[src/rtl/sro_pkg.sv]
package sro_pkg;

   // access type carried down the read pipeline
   typedef enum logic [1:0] {
      K_DES = 2'd0,
      K_RD  = 2'd1,
      K_WR  = 2'd2
   } acc_kind_e;

   // edges from sampling the sleep request to being asleep
   localparam int SLEEP_LAT = 2;

endpackage

[src/rtl/sro_sleep_ctl.sv]
module sro_sleep_ctl
   import sro_pkg::*;
(
   input  logic clk,
   input  logic rst_n,
   input  logic sleep_req,
   output logic asleep,
   output logic sleep_soon
);

   logic [SLEEP_LAT-1:0] slp_sr;

   if (SLEEP_LAT != 2) begin : g_bad_lat
      $error("sro_sleep_ctl: SLEEP_LAT must be 2");
   end

   always_ff @(posedge clk or negedge rst_n) begin
      if (!rst_n) slp_sr <= '0;
      else        slp_sr <= {slp_sr[SLEEP_LAT-2:0], sleep_req};
   end

   assign sleep_soon = slp_sr[SLEEP_LAT-2];
   assign asleep     = slp_sr[SLEEP_LAT-1];

   // entry two edges after the request, exit two edges after release
   p_sleep_entry_r10: assert property (@(posedge clk) disable iff (!rst_n)
      sleep_req |=> ##1 asleep);
   p_sleep_exit_r10: assert property (@(posedge clk) disable iff (!rst_n)
      !sleep_req |=> ##1 !asleep);

endmodule

[src/rtl/sro_cmd_stage.sv]
module sro_cmd_stage
   import sro_pkg::*;
#(
   parameter int ADDR_W = 6
) (
   input  logic              clk,
   input  logic              rst_n,
   input  logic              acc_start,
   input  logic              ce1_n,
   input  logic              ce2,
   input  logic              ce3_n,
   input  logic              wr_n,
   input  logic [ADDR_W-1:0] addr,
   input  logic              asleep,
   output acc_kind_e         s1_kind,
   output logic [ADDR_W-1:0] s1_addr,
   output logic              wr_fire,
   output logic [ADDR_W-1:0] wr_addr
);

   logic              sess_sel;
   logic [ADDR_W-1:0] sess_addr;
   logic              dev_sel;
   logic              next_sel;
   logic [ADDR_W-1:0] next_addr;
   acc_kind_e         next_kind;

   // enables count only on start cycles; continue cycles reuse the session
   always_comb begin
      dev_sel   = !ce1_n && ce2 && !ce3_n;
      next_sel  = acc_start ? dev_sel : sess_sel;
      next_addr = acc_start ? addr : sess_addr;
      if (asleep)        next_kind = K_DES;
      else if (!next_sel) next_kind = K_DES;
      else if (wr_n)     next_kind = K_RD;
      else               next_kind = K_WR;
   end

   assign wr_fire = (next_kind == K_WR);
   assign wr_addr = next_addr;

   always_ff @(posedge clk or negedge rst_n) begin
      if (!rst_n) begin
         sess_sel  <= 1'b0;
         sess_addr <= '0;
         s1_kind   <= K_DES;
         s1_addr   <= '0;
      end else begin
         s1_kind <= next_kind;
         if (!asleep) begin
            sess_sel  <= next_sel;
            sess_addr <= next_addr;
            s1_addr   <= next_addr;
         end
      end
   end

   // a continue cycle leaves the session address alone
   p_cont_hold_r7: assert property (@(posedge clk) disable iff (!rst_n)
      !acc_start |=> $stable(sess_addr));
   // enables on a continue cycle cannot change the selection
   p_cont_sel_r6: assert property (@(posedge clk) disable iff (!rst_n)
      !acc_start |=> $stable(sess_sel));
   // nothing enters the pipeline while asleep
   p_sleep_idle_r10: assert property (@(posedge clk) disable iff (!rst_n)
      asleep |=> s1_kind == K_DES);

endmodule

[src/rtl/sro_mem_array.sv]
module sro_mem_array #(
   parameter int DATA_W = 18,
   parameter int DEPTH  = 64,
   parameter int ADDR_W = 6
) (
   input  logic              clk,
   input  logic              we,
   input  logic [ADDR_W-1:0] waddr,
   input  logic [DATA_W-1:0] wdata,
   input  logic [ADDR_W-1:0] raddr,
   output logic [DATA_W-1:0] rdata
);

   logic [DATA_W-1:0] cells [DEPTH];

   if ((1 << ADDR_W) != DEPTH) begin : g_bad_depth
      $error("sro_mem_array: DEPTH must equal 2**ADDR_W");
   end

   always_ff @(posedge clk) begin
      if (we) cells[waddr] <= wdata;
   end

   assign rdata = cells[raddr];

endmodule

[src/rtl/sro_out_stage.sv]
module sro_out_stage
   import sro_pkg::*;
#(
   parameter int DATA_W    = 18,
   parameter int MODE_LOCK = 0   // 0: pin selects, 1: always registered, 2: always flow-through
) (
   input  logic              clk,
   input  logic              rst_n,
   input  logic              pipe_mode,
   input  acc_kind_e         s1_kind,
   input  logic [DATA_W-1:0] rdata,
   input  logic              asleep,
   input  logic              oe_n,
   output logic [DATA_W-1:0] dq_o,
   output logic              dq_oe,
   output logic              rd_vld
);

   logic              eff_pipe;
   logic              pipe_vld;
   logic [DATA_W-1:0] pipe_data;
   logic              flow_vld;
   logic              sel_vld;

   if (MODE_LOCK == 0) begin : g_mode_pin
      assign eff_pipe = pipe_mode;
   end else if (MODE_LOCK == 1) begin : g_mode_reg
      assign eff_pipe = 1'b1;
   end else begin : g_mode_flow
      assign eff_pipe = 1'b0;
   end

   if (MODE_LOCK != 2) begin : g_out_reg
      acc_kind_e         s2_kind;
      logic [DATA_W-1:0] s2_data;

      always_ff @(posedge clk or negedge rst_n) begin
         if (!rst_n) begin
            s2_kind <= K_DES;
            s2_data <= '0;
         end else begin
            s2_kind <= asleep ? K_DES : s1_kind;
            if (s1_kind == K_RD) s2_data <= rdata;
         end
      end

      assign pipe_vld  = (s2_kind == K_RD);
      assign pipe_data = s2_data;
   end else begin : g_no_reg
      assign pipe_vld  = 1'b0;
      assign pipe_data = '0;
   end

   assign flow_vld = (s1_kind == K_RD);

   // a write in stage one drops a read waiting in the output register
   assign sel_vld = eff_pipe ? (pipe_vld && (s1_kind != K_WR)) : flow_vld;
   assign rd_vld  = sel_vld && !asleep;
   assign dq_o    = eff_pipe ? pipe_data : rdata;
   assign dq_oe   = rd_vld && !oe_n;

   // a registered read shows up one edge after it enters stage one
   p_pipe_lat_r3: assert property (@(posedge clk) disable iff (!rst_n)
      eff_pipe && s1_kind == K_RD && !asleep
      |=> rd_vld || s1_kind == K_WR || asleep || !eff_pipe);
   // a deselect behind a read keeps the bus driven one more cycle
   p_dcd_hold_r4: assert property (@(posedge clk) disable iff (!rst_n)
      eff_pipe && s1_kind == K_RD && !asleep ##1 eff_pipe && s1_kind == K_DES && !asleep
      |-> rd_vld);
   // and releases it once the deselect reaches the output register
   p_dcd_release_r4: assert property (@(posedge clk) disable iff (!rst_n)
      eff_pipe && s1_kind == K_DES |=> !rd_vld || !eff_pipe);

endmodule

[src/rtl/sram_rd_out_stage.sv]
module sram_rd_out_stage
   import sro_pkg::*;
#(
   parameter int DATA_W    = 18,
   parameter int DEPTH     = 64,
   parameter int MODE_LOCK = 0,
   localparam int ADDR_W   = $clog2(DEPTH)
) (
   input  logic              clk,
   input  logic              rst_n,
   input  logic              pipe_mode,
   input  logic              sleep_req,
   input  logic              oe_n,
   input  logic              acc_start,
   input  logic              ce1_n,
   input  logic              ce2,
   input  logic              ce3_n,
   input  logic              wr_n,
   input  logic [ADDR_W-1:0] addr,
   input  logic [DATA_W-1:0] wdata,
   output logic [DATA_W-1:0] dq_o,
   output logic              dq_oe,
   output logic              rd_vld
);

   localparam bit FLOW_ALLOWED = (MODE_LOCK != 1);

   if (DATA_W < 1 || DATA_W > 144) begin : g_bad_w
      $error("sram_rd_out_stage: DATA_W out of range");
   end
   if (DEPTH < 2 || (DEPTH & (DEPTH - 1)) != 0) begin : g_bad_d
      $error("sram_rd_out_stage: DEPTH must be a power of two >= 2");
   end
   if (MODE_LOCK < 0 || MODE_LOCK > 2) begin : g_bad_m
      $error("sram_rd_out_stage: MODE_LOCK must be 0, 1 or 2");
   end

   logic              asleep;
   logic              sleep_soon;
   acc_kind_e         s1_kind;
   logic [ADDR_W-1:0] s1_addr;
   logic              wr_fire;
   logic [ADDR_W-1:0] wr_addr;
   logic [DATA_W-1:0] rdata;

   sro_sleep_ctl u_sleep (
      .clk        (clk),
      .rst_n      (rst_n),
      .sleep_req  (sleep_req),
      .asleep     (asleep),
      .sleep_soon (sleep_soon)
   );

   sro_cmd_stage #(.ADDR_W(ADDR_W)) u_cmd (
      .clk       (clk),
      .rst_n     (rst_n),
      .acc_start (acc_start),
      .ce1_n     (ce1_n),
      .ce2       (ce2),
      .ce3_n     (ce3_n),
      .wr_n      (wr_n),
      .addr      (addr),
      .asleep    (asleep),
      .s1_kind   (s1_kind),
      .s1_addr   (s1_addr),
      .wr_fire   (wr_fire),
      .wr_addr   (wr_addr)
   );

   sro_mem_array #(.DATA_W(DATA_W), .DEPTH(DEPTH), .ADDR_W(ADDR_W)) u_mem (
      .clk   (clk),
      .we    (wr_fire),
      .waddr (wr_addr),
      .wdata (wdata),
      .raddr (s1_addr),
      .rdata (rdata)
   );

   sro_out_stage #(.DATA_W(DATA_W), .MODE_LOCK(MODE_LOCK)) u_out (
      .clk       (clk),
      .rst_n     (rst_n),
      .pipe_mode (pipe_mode),
      .s1_kind   (s1_kind),
      .rdata     (rdata),
      .asleep    (asleep),
      .oe_n      (oe_n),
      .dq_o      (dq_o),
      .dq_oe     (dq_oe),
      .rd_vld    (rd_vld)
   );

   // flow-through read is on the bus right after its command edge
   p_flow_lat_r2: assert property (@(posedge clk) disable iff (!rst_n)
      MODE_LOCK != 1 && acc_start && !ce1_n && ce2 && !ce3_n && wr_n
      && (!pipe_mode || MODE_LOCK == 2) && !asleep && !sleep_soon
      |=> rd_vld || (pipe_mode && MODE_LOCK == 0));
   // a start cycle without full enables gives no flow-through data
   p_desel_r6: assert property (@(posedge clk) disable iff (!rst_n)
      FLOW_ALLOWED && acc_start && !(!ce1_n && ce2 && !ce3_n)
      && (!pipe_mode || MODE_LOCK == 2)
      |=> !rd_vld || (pipe_mode && MODE_LOCK == 0));
   // a selected write cycle never drives the bus
   p_write_quiet_r8: assert property (@(posedge clk) disable iff (!rst_n)
      acc_start && !ce1_n && ce2 && !ce3_n && !wr_n && !asleep |=> !dq_oe);
   // output enable wins over the pipeline at all times
   p_oe_hiz_r5: assert property (@(posedge clk) disable iff (!rst_n)
      oe_n |-> !dq_oe);
   // no valid data while asleep
   p_sleep_quiet_r10: assert property (@(posedge clk) disable iff (!rst_n)
      asleep |-> !rd_vld && !dq_oe);

endmodule

[config.mk]
export PLATFORM = sky130hd
export DESIGN_NAME = sram_rd_out_stage
export DESIGN_NICKNAME = d
export VERILOG_FILES = /design/src/rtl/sro_pkg.sv /design/src/rtl/sro_sleep_ctl.sv /design/src/rtl/sro_cmd_stage.sv /design/src/rtl/sro_mem_array.sv /design/src/rtl/sro_out_stage.sv /design/src/rtl/sram_rd_out_stage.sv
export SDC_FILE = /design/constraint.sdc
export NUM_CORES = 1
export LEC_CHECK = 0
export BUFFER_PORTS_ARGS = -buffer_cell sky130_fd_sc_hd__buf_2
export CAP_MARGIN = 15
export CORE_MARGIN = 1
export CORE_UTILIZATION = 50
export CTS_CLUSTER_SIZE = 30
export DETAILED_ROUTE_END_ITERATION = 8
export PLACE_DENSITY = 0.66
export SLEW_MARGIN = 10
export SYNTH_ARGS = -nofsm -noshare
export SYNTH_HDL_FRONTEND = slang
export SYNTH_HIERARCHICAL = 1
export SYNTH_SLANG_ARGS = --single-unit
[constraint.sdc]
create_clock -name clk -period 5.1 [get_ports clk]
set_input_delay 0.255 -clock clk [delete_from_list [all_inputs] [get_ports clk]]
set_output_delay 0.255 -clock clk [all_outputs]
set_load 0.1 [all_outputs]
==> impl_results.md, run 1 <==
* Instance count of the mapped netlist at 2042
* Drt first pass iters at 8
* Rows at 110
* CTS Hold Bufs at 8
* Clock slew at reported path FFs at 70 ps
* MaxCap Viol Count at 0
* Post-synth ARST share at 2.62%
* FF+latch count, synth at 1183
* Cell taking the most area after synthesis: edfxtp_1
* RSZ-0062 raised after global routing: no
* Grt ovf at 0
* Detailed placement HPWL at 62200 um
* Internal power at 17.2 mW
* Fmax at 0.211 GHz
* FF-to-FF path depth at 5
* Gr usage total at 23.7%
* Final net count at 2270
* Crit. End Element: primary output
* Clock root buffer: clkbuf_16
* Die X at 305 um
* Core Util, Final at 57.6%
* WP data arrival at 4490 ps
* Worst-Skew Late Latency at 690 ps
* DR vias/cell at 6.25
* Slew @ Worst Pin at 1190 ps
* Hold Path End: u_cmd/s1_addr[0]
* CP max stage delay at 800 ps
* Setup violations, final at 0
* Leak Pwr at 16.6 nW
* Routability congestion estimate at 0.853
* Fin Setup TNS at 0 ps
* Post-synth EDFFs at 1152
* Critical Path Most Common Cell: o21ai_1
* Fin crit share at 93.0%
* YS warnings at 6
* CP max stage cell: dfrtp_4
* Largest delay share family, worst path: compound AO/OA/AOI/OAI gates
* Worst path bufs/invs at 3
* Final instance area at 52000 um^2
* Initial antenna violation count at 2
* # IOs at 54
* NetSw at 5.97 mW
* WP data required at 4850 ps
* Layout area overhead at 13.6%
* Final Hold Vio Count at 0
* Worst Setup Start Kind: register
* Vias in the first global route at 22674
* Yosys cell types at 44
* Largest net degree at the start of global routing at 65
* Post-CTS Resized at 0
* Pre-CTS setup slack at 866 ps
* Peak supply drop at 0.695 mV
* Sequential power share at 47.4%
* Minimum clock period at 4740 ps
* Top_reg_cell synth: edfxtp_1
* Syn_area_per_cell at 22.4 um^2
* Seq/Total Area, Yosys at 77.2%
* Post-Route WL at 108000 um
* H-tree depth at 3
* Overall Power at 23.1 mW
* Initial core utilization at 50.7%
* Post-route antenna net violation count at 0
* Die Area at 92900 um^2
* Pwr dens at 444 nW/um^2
* Commonest non-fill, non-tap cell in the layout: edfxtp_1
* Drt wl/cell at 30.9 um
* Sw frac at 25.8%
* Initial drt markers at 2415
* First-pass GRT wire length at 157000 um
* Slew headroom at 20.9%
* Clock Skews at 34.5 ps
* CP Max Fanout at 27
* Post-CTS setup buffers at 0
* Reg2reg end: u_mem/cells[2][15]
* CTS sink cnt at 1183
* WHS Path Cells at 3
* Crit path kind: reg -> out
* Post-synthesis cell area at 45800 um^2
* Logic pwr share at 15.8%
* CTS Buf Count at 115
* Worst-case clock buffer depth at 3
* Worst R2R Start: u_sleep/slp_sr[1]
* Crit path cell chain: buf_16 > buf_12 > mux4_2 > o21ai_0 > a21oi_1 > o21ai_1 > o21ai_1 > mux2_2 > buf_2
* Slew Limit Fails at 0
* Setup ws final at 358 ps
* DP Area at 48000 um^2
* Hold wc startpoint: addr[0]
* Vias at 21927
* Core ar. at 90400 um^2
* Syn nets at 2076
* Commonest non-fill, non-tap cells in the layout: 1152 x edfxtp_1, 300 x mux4_2, 119 x clkbuf_16
* Die height at 305 um
* Synth top area share at 75.5%
* DRC Markers at 0
* Power share of the clock group at 36.8%
* Reg2reg setup slack at 1260 ps
* Port Buf Inserts at 53
* Area contributors post-synth: edfxtp_1 75%, mux4_2 15%, dfrtp_1 1.7%
* Status: finished, final reports clean
* Layout cell share with drive strength beyond 1 at 32.5%
* Hold WC Path Type: in -> reg
* CTS tree: built
[per-stage QoR]
| step | cells | hold WS (ps) |
|---|---|---|
| global route | 3506 | 40.9 |
| global placement | 3281 | 348 |
| finish | 3508 | 39.4 |
| floorplan | 2042 | -40.6 |
| CTS | 3500 | 3.34 |
| detailed placement | 3281 | 344 |
[cells in the mapped netlist (2+ instances only)]
cell type / n
buf_4: 19
o21ai_0: 35
mux2_2: 44
a22oi_1: 5
mux2_4: 16
nand2b_1: 9
nand2_1: 22
or3b_2: 2
or3_1: 12
a211oi_1: 19
nor3_1: 14
a21oi_1: 31
mux4_2: 300
buf_2: 36
o21ai_1: 21
edfxtp_1: 1152
nand3_1: 9
nor2_1: 91
nand4_1: 2
buf_6: 15
nor2b_1: 8
o22ai_1: 26
mux2i_1: 60
clkbuf_1: 41
nand3b_1: 4
dfrtp_1: 31
[cells by family after synthesis]
logic type | share of synthesized area [%]
DFF | 77.2
muxes | 17.7
and+or+nand+nor | 1.84
AOI/OAI and AO/OA | 1.85
buffers and inverters | 1.47
[per-layer routing]
| layer | track usage, % | up-vias | wire (um) |
|---|---|---|---|
| met3 | 4.99 | 178 | 10400 |
| met5 | 0 | - | 0 |
| met1 | 33.5 | 11702 | 42900 |
| met2 | 37.3 | 1046 | 51900 |
| met4 | 7.27 | 0 | 3060 |
| li1 | - | 9001 | - |
[registers in the layout, summed over array words and instances (netlist names)]
register / cells
u_mem/cells: 1152
u_out/g_out_reg.s2_data: 18
u_sleep/slp_sr: 2
u_cmd/s1_addr: 6
u_cmd/s1_kind: 2
u_cmd/sess_sel: 1
u_out/g_out_reg.s2_kind: 2
[worst max-delay path by stage]
stage               slack [ps]  cells after the start                 end              start
floorplan                 2050                      4  u_mem/cells[48][0]  u_sleep/slp_sr[1]
global placement           900                      7            dq_o[13]   u_cmd/s1_addr[0]
detailed placement         870                      7            dq_o[13]   u_cmd/s1_addr[0]
CTS                        110                      7            dq_o[13]   u_cmd/s1_addr[0]
global route               230                      9            dq_o[17]   u_cmd/s1_addr[0]
finish                     360                      9             dq_o[1]   u_cmd/s1_addr[0]
[power groups by stage]
stage | clock network (mW) | logic [mW] | registers (mW)
after global routing | 8.98 | 3.82 | 11.0
after floorplan | 0 | 2.65 | 11.0
after detailed placement | 0 | 3.59 | 11.2
final | 8.52 | 3.65 | 11.0
after CTS | 8.63 | 3.61 | 11.0
after global placement | 0 | 3.56 | 11.2
[worst min-delay path, delay by kind of cell]
kind,cells,cell delay (ps)
mux,2,350
buf+inv,1,90
[layout make-up]
type | count | area [um^2]
diodes | 2 | 5.00
clock buffers | 140 | 3060
clock inverters | 71 | 741
fillers | 6394 | 38400
inverters | 1 | 3.75
multi-input cells | 745 | 9920
flip-flops and latches | 1183 | 35400
well taps | 1176 | 1470
repair buffers | 190 | 1460
No activity file was read; power rests on OpenSTA's default activity.
==> run 2: changes to the inputs <==
--- a/config.mk
+++ b/config.mk
@@ -15,5 +15,4 @@
 export SLEW_MARGIN = 10
 export SYNTH_ARGS = -nofsm -noshare
 export SYNTH_HDL_FRONTEND = slang
-export SYNTH_HIERARCHICAL = 1
 export SYNTH_SLANG_ARGS = --single-unit
==> impl_results.md, run 2 <==
* Post-Synth XOR/XNOR Area at 0%
* Crit path cell chain: buf_12 > buf_12 > mux4_2 > and2_1 > a211oi_1 > o41ai_1 > mux2_1 > buf_2
* Largest net degree at the start of global routing at 65
* CP max stage cell: dfrtp_4
* Slew headroom at 23.7%
* Status: finished, final reports clean
* WP data required at 4850 ps
* CTS Buf Count at 115
* Final net count at 2511
* Area contributors post-synth: edfxtp_1 75%, mux4_2 9.0%, mux2i_1 5.2%
* Post-synth EDFFs at 1152
* Layout area overhead at 13.2%
* Post-synth top cells: 1152 x edfxtp_1, 241 x mux2i_1, 184 x mux4_2, 87 x nand2_1, 77 x a22oi_1
* Setup violations, final at 0
* CTS sink cnt at 1183
* Largest family of logic cells by synthesized area: multiplexers
* Fillers at 6532
* # IOs at 54
* Hold WC Path Type: in -> reg
* RSZ-0062 raised after global routing: no
* Initial drt markers at 3152
* Pwr dens at 425 nW/um^2
* Peak supply drop at 0.319 mV
* CP Max Fanout at 51
* Syn nets at 2330
* Rows at 110
* Worst-case clock buffer depth at 3
* Crit path kind: reg -> out
* Worst-Skew Late Latency at 700 ps
* Clock root buffer: clkbuf_16
* Top_reg_cell synth: edfxtp_1
* Vias in the first global route at 22964
* Core ar. at 90600 um^2
* Yosys cell types at 43
* Post-synthesis cell area at 46100 um^2
* Instance count of the mapped netlist at 2296
* Fmax at 0.207 GHz
* WP data arrival at 4590 ps
* Clock Skews at 31.4 ps
* Routability congestion estimate at 0.924
* Largest register FFs at 1152
* Die height at 305 um
* Post-Route WL at 116000 um
* FF+latch count, synth at 1183
* Syn_area_per_cell at 20.1 um^2
* Initial antenna violation count at 9
* Worst Setup Start Kind: register
* Post-synth ARST share at 2.62%
* Largest registers: u_mem.cells (1152), u_out.g_out_reg.s2_data (18), u_cmd.s1_addr (6)
* Cell taking the most area after synthesis: edfxtp_1
* Mux contribution to synthesized area at 15.5%
* Die Area at 93300 um^2
* Critical Path Most Common Cell: buf_12
* DRC Markers at 0
* Commonest non-fill, non-tap cell in the layout: edfxtp_1
* Drt first pass iters at 5
* Gr usage total at 25.0%
* Drt wl/cell at 30.8 um
* Vias at 23438
* Grt ovf at 0
* Count leader, synth: edfxtp_1
* DR vias/cell at 6.25
* Crit. End Element: primary output
* YS warnings at 0
* Detailed placement HPWL at 69700 um
* Slew Limit Fails at 0
* Commonest non-fill, non-tap cells in the layout: 1152 x edfxtp_1, 241 x mux2i_1, 184 x mux4_2
* Simple-gate area share of the yosys netlist at 2.56%
* Register Area at 35400 um^2
* Min Hold Slack at 162 ps
* Fin crit share at 94.9%
* Port Buf Inserts at 53
* Post-synthesis compound-gate area fraction at 3.56%
* Fin Setup TNS at 0 ps
* CP max stage delay at 1030 ps
* Synth top area share at 75.1%
* Initial core utilization at 50.9%
* MaxCap Viol Count at 0
* Post-Synth Adder-Cell Area at 0%
* Seq/Total Area, Yosys at 76.8%
* Top reg by flops: u_mem.cells
* CTS tree: built
* First-pass GRT wire length at 166000 um
* Final Hold Vio Count at 0
* Clock slew at reported path FFs at 60 ps
* Layout cell share with drive strength beyond 1 at 24.3%
* Leak Pwr at 17.2 nW
* Die X at 305 um
* Slew @ Worst Pin at 1140 ps
* Minimum clock period at 4840 ps
* H-tree depth at 3
* Area of the multi-input gates at 10100 um^2
* Post-route antenna net violation count at 0
run 2: per-stage QoR:
| step | area (um^2) | power (mW) | setup slack, ps | cells | util (%) |
|---|---|---|---|---|---|
| after floorplan | 46100 | 12.9 | 1170 | 2296 | - |
| after global placement | 48200 | 13.8 | 1080 | 3525 | 53.3 |
| after detailed placement | 48300 | 13.9 | 1120 | 3526 | 53.3 |
| after CTS | 52100 | 22.3 | 366 | 3751 | 57.6 |
| after global routing | 52100 | 22.7 | 143 | 3751 | 57.6 |
| final | 52200 | 22.1 | 259 | 3753 | 57.6 |
run 2: cell families (layout without fill, tap and decap cells):
logic type             Yosys count  after routing
AOI/OAI and AO/OA              243            243
other                            0              2
and+or+nand+nor                258            258
buffers and inverters          134            413
muxes                          478            478
DFF                           1183           1183
run 2: routing by layer:
| layer | routed length [um] | global-route usage [%] | up-vias |
|---|---|---|---|
| met1 | 47500 | 35.8 | 12377 |
| met5 | 37 | 0 | - |
| li1 | - | - | 9798 |
| met2 | 55600 | 39.9 | 1086 |
| met4 | 2720 | 5.96 | 6 |
| met3 | 9940 | 4.78 | 171 |
run 2: area by class of cell:
class / count / area share, %
inverter: 7 / 0.0528
multi-input combinational: 979 / 19.3
timing repair buffer: 191 / 2.74
sequential: 1183 / 67.8
clock buffer: 143 / 5.88
tap: 1176 / 2.82
antenna: 2 / 0.00960
clock inverter: 72 / 1.37
run 2: worst paths after layout:
path | depth (start not counted) | to | slack (ps) | start
worst max-delay path | 8 | dq_o[7] | 260 | u_cmd.s1_addr[1]
worst min-delay path | 1 | u_mem.cells[27][8] | 160 | wdata[8]
worst max register to register | 6 | u_mem.cells[19][0] | 1010 | u_cmd.s1_addr[0]
worst min register to register | 0 | u_sleep.slp_sr[1] | 360 | u_sleep.slp_sr[0]
max in group asynchronous | 2 | u_cmd.s1_addr[1] | 4220 | rst_n
min in group asynchronous | 2 | u_out.g_out_reg.s2_data[2] | 220 | rst_n
run 2: critical path, delay by kind of cell (launching register included):
family	cells	cell delay (ps)
buf+inv	3	1020
simple gates	1	130
flops	1	1030
compound gates	2	1100
mux	2	480
run 2: what timing repair did:
action                                 4_1_cts  5_1_grt
setup buffers                                0        0
endpoints found under the hold margin       40        0
gates resized for setup                      0        0
hold buffers                                10        0
run 2: power by group:
group          internal [mW]  total, mW  switching (mW)  leakage, nW
logic                  0.964       2.82            1.86         4.57
registers               10.7       10.9           0.113         10.7
clock network           4.92       8.47            3.55         1.85
